==> src/rtl/pwm_chan_pkg.sv <==
package pwm_chan_pkg;

  localparam int CTRL_W = 4;
  localparam int START_BIT = 0;
  localparam int MANUAL_BIT = 1;
  localparam int INVERT_BIT = 2;

  // Strobes issued by the control unit to the datapath, one clock each.
  typedef struct packed {
    logic loadAct;    // copy buffers into active counter / compare
    logic decr;       // step counter down
    logic wrapHalt;   // underflow without reload: park counter
    logic underflow;  // counter left zero on a tick
  } pwmStrobe_t;

endpackage

==> src/rtl/pwm_chan_ctrl.sv <==
module pwm_chan_ctrl
  import pwm_chan_pkg::*;
#(
  parameter int RELOAD_BIT = 3,
  parameter bit HAS_INVERT = 1'b1
) (
  input  logic              clk,
  input  logic              rstN,
  input  logic              tickEn,
  input  logic              ctrlWe,
  input  logic [CTRL_W-1:0] ctrlWdata,
  input  logic              cntZero,
  output pwmStrobe_t        strobe,
  output logic              invertEn,
  output logic              manualOn,
  output logic              startOn,
  output logic              halted,
  output logic              periodEnd
);

  localparam logic [CTRL_W-1:0] CTRL_RST =
    HAS_INVERT ? (CTRL_W'(1) << INVERT_BIT) : '0;

  logic [CTRL_W-1:0] ctrlReg;
  logic reloadOn;
  logic stepOk;

  always_ff @(posedge clk or negedge rstN) begin
    if (!rstN) begin
      ctrlReg <= CTRL_RST;
    end else if (ctrlWe) begin
      ctrlReg <= ctrlWdata;
    end
  end

  assign startOn  = ctrlReg[START_BIT];
  assign manualOn = ctrlReg[MANUAL_BIT];
  assign reloadOn = ctrlReg[RELOAD_BIT];

  generate
    if (HAS_INVERT) begin : g_inv
      assign invertEn = ctrlReg[INVERT_BIT];
    end else begin : g_noinv
      assign invertEn = 1'b0;
    end
  endgenerate

  assign stepOk = tickEn && startOn && !manualOn && !halted;

  always_comb begin
    strobe.underflow = stepOk && cntZero;
    strobe.decr      = stepOk && !cntZero;
    strobe.wrapHalt  = stepOk && cntZero && !reloadOn;
    strobe.loadAct   = manualOn || (stepOk && cntZero && reloadOn);
  end

  always_ff @(posedge clk or negedge rstN) begin
    if (!rstN) begin
      halted    <= 1'b0;
      periodEnd <= 1'b0;
    end else begin
      periodEnd <= strobe.underflow;
      if (manualOn) begin
        halted <= 1'b0;
      end else if (strobe.wrapHalt) begin
        halted <= 1'b1;
      end
    end
  end

endmodule

==> src/rtl/pwm_chan_datapath.sv <==
module pwm_chan_datapath
  import pwm_chan_pkg::*;
#(
  parameter int CNT_W = 16
) (
  input  logic             clk,
  input  logic             rstN,
  input  pwmStrobe_t       strobe,
  input  logic             cntBufWe,
  input  logic [CNT_W-1:0] cntBufWdata,
  input  logic             cmpBufWe,
  input  logic [CNT_W-1:0] cmpBufWdata,
  input  logic             invertEn,
  output logic             cntZero,
  output logic [CNT_W-1:0] cntVal,
  output logic [CNT_W-1:0] cmpVal,
  output logic [CNT_W-1:0] cntBufVal,
  output logic             pwmOut
);

  localparam logic [CNT_W-1:0] ALL_ONES = '1;
  localparam logic [CNT_W-1:0] ONE      = CNT_W'(1);

  logic [CNT_W-1:0] cntBuf;
  logic [CNT_W-1:0] cmpBuf;
  logic [CNT_W-1:0] counter;
  logic [CNT_W-1:0] cmpAct;
  logic [CNT_W-1:0] cmpLoad;
  logic rawLevel;

  // Shadow buffers; a zero period value is refused.
  always_ff @(posedge clk or negedge rstN) begin
    if (!rstN) begin
      cntBuf <= ONE;
      cmpBuf <= '0;
    end else begin
      if (cntBufWe && (cntBufWdata != '0)) begin
        cntBuf <= cntBufWdata;
      end
      if (cmpBufWe) begin
        cmpBuf <= cmpBufWdata;
      end
    end
  end

  // Duty never rounds to zero: out-of-range compare becomes one tick.
  always_comb begin
    if ((cmpBuf != ALL_ONES) && (cmpBuf >= cntBuf)) begin
      cmpLoad = cntBuf - ONE;
    end else begin
      cmpLoad = cmpBuf;
    end
  end

  always_ff @(posedge clk or negedge rstN) begin
    if (!rstN) begin
      counter <= '0;
      cmpAct  <= '0;
    end else if (strobe.loadAct) begin
      counter <= cntBuf;
      cmpAct  <= cmpLoad;
    end else if (strobe.wrapHalt) begin
      counter <= ALL_ONES;
    end else if (strobe.decr) begin
      counter <= counter - ONE;
    end
  end

  assign rawLevel  = (counter <= cmpAct);
  assign pwmOut    = rawLevel ^ invertEn;
  assign cntZero   = (counter == '0);
  assign cntVal    = counter;
  assign cmpVal    = cmpAct;
  assign cntBufVal = cntBuf;

endmodule

==> src/rtl/pwm_dbuf_channel.sv <==
module pwm_dbuf_channel
  import pwm_chan_pkg::*;
#(
  parameter int CNT_W      = 16,
  parameter int RELOAD_BIT = 3,
  parameter bit HAS_INVERT = 1'b1
) (
  input  logic             clk,
  input  logic             rstN,
  input  logic             tickEn,
  input  logic             cntBufWe,
  input  logic [CNT_W-1:0] cntBufWdata,
  input  logic             cmpBufWe,
  input  logic [CNT_W-1:0] cmpBufWdata,
  input  logic             ctrlWe,
  input  logic [3:0]       ctrlWdata,
  output logic             pwmOut,
  output logic             periodEnd
);

  pwmStrobe_t       strobe;
  logic             invertEn;
  logic             manualOn;
  logic             startOn;
  logic             halted;
  logic             cntZero;
  logic [CNT_W-1:0] cntVal;
  logic [CNT_W-1:0] cmpVal;
  logic [CNT_W-1:0] cntBufVal;

  pwm_chan_ctrl #(
    .RELOAD_BIT(RELOAD_BIT),
    .HAS_INVERT(HAS_INVERT)
  ) u_ctrl (
    .clk      (clk),
    .rstN     (rstN),
    .tickEn   (tickEn),
    .ctrlWe   (ctrlWe),
    .ctrlWdata(ctrlWdata),
    .cntZero  (cntZero),
    .strobe   (strobe),
    .invertEn (invertEn),
    .manualOn (manualOn),
    .startOn  (startOn),
    .halted   (halted),
    .periodEnd(periodEnd)
  );

  pwm_chan_datapath #(
    .CNT_W(CNT_W)
  ) u_dp (
    .clk        (clk),
    .rstN       (rstN),
    .strobe     (strobe),
    .cntBufWe   (cntBufWe),
    .cntBufWdata(cntBufWdata),
    .cmpBufWe   (cmpBufWe),
    .cmpBufWdata(cmpBufWdata),
    .invertEn   (invertEn),
    .cntZero    (cntZero),
    .cntVal     (cntVal),
    .cmpVal     (cmpVal),
    .cntBufVal  (cntBufVal),
    .pwmOut     (pwmOut)
  );

endmodule

==> config.mk <==
export PLATFORM = sky130hd
export DESIGN_NAME = pwm_dbuf_channel
export DESIGN_NICKNAME = d
export VERILOG_FILES = /design/src/rtl/pwm_chan_pkg.sv /design/src/rtl/pwm_chan_ctrl.sv /design/src/rtl/pwm_chan_datapath.sv /design/src/rtl/pwm_dbuf_channel.sv
export SDC_FILE = /design/constraint.sdc
export NUM_CORES = 1
export LEC_CHECK = 0
export BUFFER_PORTS_ARGS = -buffer_cell sky130_fd_sc_hd__buf_4
export CELL_PAD_IN_SITES_DETAIL_PLACEMENT = 0
export CELL_PAD_IN_SITES_GLOBAL_PLACEMENT = 1
export CORE_MARGIN = 2
export CORE_UTILIZATION = 25
export CTS_CLUSTER_SIZE = 24
export DETAILED_ROUTE_END_ITERATION = 10
export HOLD_SLACK_MARGIN = 0.02
export PLACE_DENSITY_LB_ADDON = 0.1
export SYNTH_ARGS = -nofsm -noshare
export SYNTH_HDL_FRONTEND = slang
export SYNTH_SLANG_ARGS = --single-unit
==> constraint.sdc <==
create_clock -name clk -period 2.5 [get_ports clk]
set_input_delay 0.125 -clock clk [delete_from_list [all_inputs] [get_ports clk]]
set_output_delay 0.125 -clock clk [all_outputs]
set_load 0.005 [all_outputs]
==> impl_metrics.toml <==
[timing]
setup_violations = 1
max_clock_freq_ghz = 0.398
final_critical_path_setup_slack_ns = -0.00976
setup_repair_after_global_routing_missed_its_margin = "true"
totalNegativeSetupSlack_ns = -0.00976
fin_crit_ns = 2.51
max_slew.worst_pin.slew_ns = 0.947
post-route-period-util_pct = 100
max-slew-margin-rel_pct = 36.9
worst_clock_skew_ns = 0.00788
drv_slew = 0
final-hold-violation-count = 0

[setup_path]
rr_startpoint = "u_dp.cntVal[1]"
setup.worst_path.end_class = "output port"
crit_path_max_fanout = 2
rrSetupSlack_ns = 0.17
critPathKind = "flip-flop to output port"
critPathRequiredTime_ns = 2.38
cp-start-kind = "flip-flop"
critical_register_to_register_path_endpoint = "u_dp.cntVal[14]"
timing.reg2reg.worst_path_depth = 10
critPathCapture = "pwmOut"
critical_path.startpoint = "u_dp.cntVal[1]"
crit_arrival_ns = 2.38

[drt]
routed_via_density = 4.68
drcViolationCount = 0
antenna_violating_nets_post_route = 0
drt-pass1-iter-count = 5
routed-via-count = 3609
drt-wirelength-per-cell_um = 16.5
drtIter0Drc = 223
routed_wl_um = 12700

[global_route]
first_global_vias = 3664
grt_start_max_net_pins = 71
gr-total-overflow = 0
grt_antenna_before_repair = 0
grt_pass1_wl_um = 20400
globalRouteTotalUtil_pct = 14.9

[hold_path]
hold_path_class = "input pin to flip-flop"

[placed_design]
global_placement_routability_congestion = 0.761
hpwl_um = 9700
port_buffers = 43

[die]
floorplan.rows = 47
die-area_um2 = 18000
floorplan.die.height_um = 134
boundaryPins = 44
initial_utilization_pct = 25.6
floorplan.core_area_um2 = 16600
die-width_um = 134

[cts]
numCtsBuffers = 9
clk_latency_ns = 0.34
cts_tree = "done"
clock_sinks = 70
worst_setup_hold_path_clk_slew_ns = 0.06
htree_levels = 3
root_buffer = "clkbuf_16"
ctsLongestPathBuffers = 2

[synth]
synthesis.instances = 452
mappedNetlistArea_um2 = 4240
synth_sequential_area_ratio_pct = 41.4
synth_edf_count = 0
async_flop_share_pct = 100
syn-mean-instance-area_um2 = 9.38
synth_seq_cells = 70
synth_top_cell_area_share_pct = 40.1
most_used_flip_flop_cell_after_synthesis = "dfrtp_1"
yosysTopAreaCell = "dfrtp_1"
synth.lib_cells_used.distinct = 59
synth_fp_nets = 529
ys.warnings.count = 0
post_synth_main_area_contributors = "dfrtp_1 40%, ha_1 10%, inv_1 5.0%"

[job]
drv.max_cap_violation_count = 0

[pwr]
totalPowerFinal_uw = 4120
cellLeakagePower_uw = 0.00250
worst_ir_drop_on_vdd_mv = 0.338
power_density_nw_per_um2 = 730

[finish]
mostFrequentLayoutCells = "66 x buf_4, 66 x dfrtp_1, 57 x inv_1"
antenna_cells = 0
layout-area-overhead-vs-synth_pct = 32.9
layout.nets = 623
final_layout_size_suffix_gt1_share_pct = 20.5

[status]
run_status = "finished with violations"
violated_checks = "negative setup slack"
final cells by class:
cell class / instances / area [µm²]
fill: 1770 / 10900
clock buffer: 12 / 236
tap: 220 / 275
timing repair buffer: 101 / 856
multi-input combinational: 307 / 2220
sequential: 70 / 1760
inverter: 57 / 214
clock inverter: 4 / 72.6
cells in the mapped netlist (6+ instances only):
master    instances
a32oi_1           6
nand2_1          45
xnor2_1          15
o21ai_0          42
a21oi_1          22
clkbuf_1          8
inv_1            57
nor4_1            8
ha_1             35
nand4_1          12
nor2_1           18
dfrtp_1          68
a222oi_1         14
nand3_1          11
cell families (layout without fill, tap and decap cells):
group	count (synthesis)	count (layout)	share of synthesized area, %
compound gates	120	120	19.1
xor+xnor	15	15	3.10
fa+ha+maj	35	35	10.3
buf+inv	75	174	7.35
flops	70	70	41.4
mux	7	7	1.77
simple gates	130	130	16.9
worst min-delay path by stage:
stage	startpoint	to	slack, ns	cells after the start
floorplan	rstN	u_ctrl.ctrlReg[0]	-0.17	0
global placement	ctrlWdata[3]	u_ctrl.ctrlReg[3]	0.33	3
detailed placement	cmpBufWdata[15]	u_dp.cmpBuf[15]	0.34	3
CTS	cntBufWdata[14]	u_dp.cntBufVal[14]	0.02	3
global route	cntBufWdata[15]	u_dp.cntBufVal[15]	0.03	3
finish	cntBufWdata[2]	u_dp.cntBufVal[2]	0.03	3
routing by layer:
| metal | wire (µm) | up-vias | GRT usage [%] |
|---|---|---|---|
| met3 | 303 | 7 | 3.89 |
| met5 | 0 | - | 0 |
| met4 | 93 | 0 | 3.51 |
| li1 | - | 1828 | - |
| met2 | 5750 | 56 | 23.2 |
| met1 | 6590 | 1718 | 20.8 |
report_power, final:
| part | total, µW | switching (µW) | internal (µW) |
|---|---|---|---|
| logic | 1190 | 626 | 566 |
| registers | 1550 | 212 | 1330 |
| clock network | 1380 | 504 | 873 |
sequential cells by signal, summed over array words and instances (netlist names):
register / cells
u_dp.cntBufVal: 16
u_dp.cmpVal: 16
u_ctrl.ctrlReg: 4
u_ctrl.halted: 1
u_dp.cmpBuf: 16
u_ctrl.periodEnd: 1
u_dp.cntVal: 16
critical path, cell delays in order (launching register included):
cell	delay, ns
dfrtp_1	0.39
ha_1	0.32
nor2b_4	0.13
o211ai_1	0.16
a21oi_1	0.11
o31a_1	0.28
o41a_1	0.37
xnor2_1	0.16
buf_4	0.13
through the flow:
stage	utilization [%]	hold slack (ns)	std cells	instance area, µm²	worst slack (ns)
6_report	34.0	0.0297	771	5630	-0.00976
5_1_grt	34.0	0.0301	771	5630	-0.199
4_1_cts	33.8	0.0216	771	5600	-0.0536
3_5_place_dp	29.8	0.336	720	4940	0.159
3_3_place_gp	29.8	0.332	720	4940	0.182
2_1_floorplan	-	-0.171	452	4240	0.212
timing repair:
action                     in CTS  in global routing
hold buffers                   34                  0
hold endpoints to repair      100                  0
setup endpoints to repair       1                 17
resized for setup               1                  7
setup buffers                   1                  0
pin swaps                       0                  1
No activity file was read; power rests on OpenSTA's default activity.
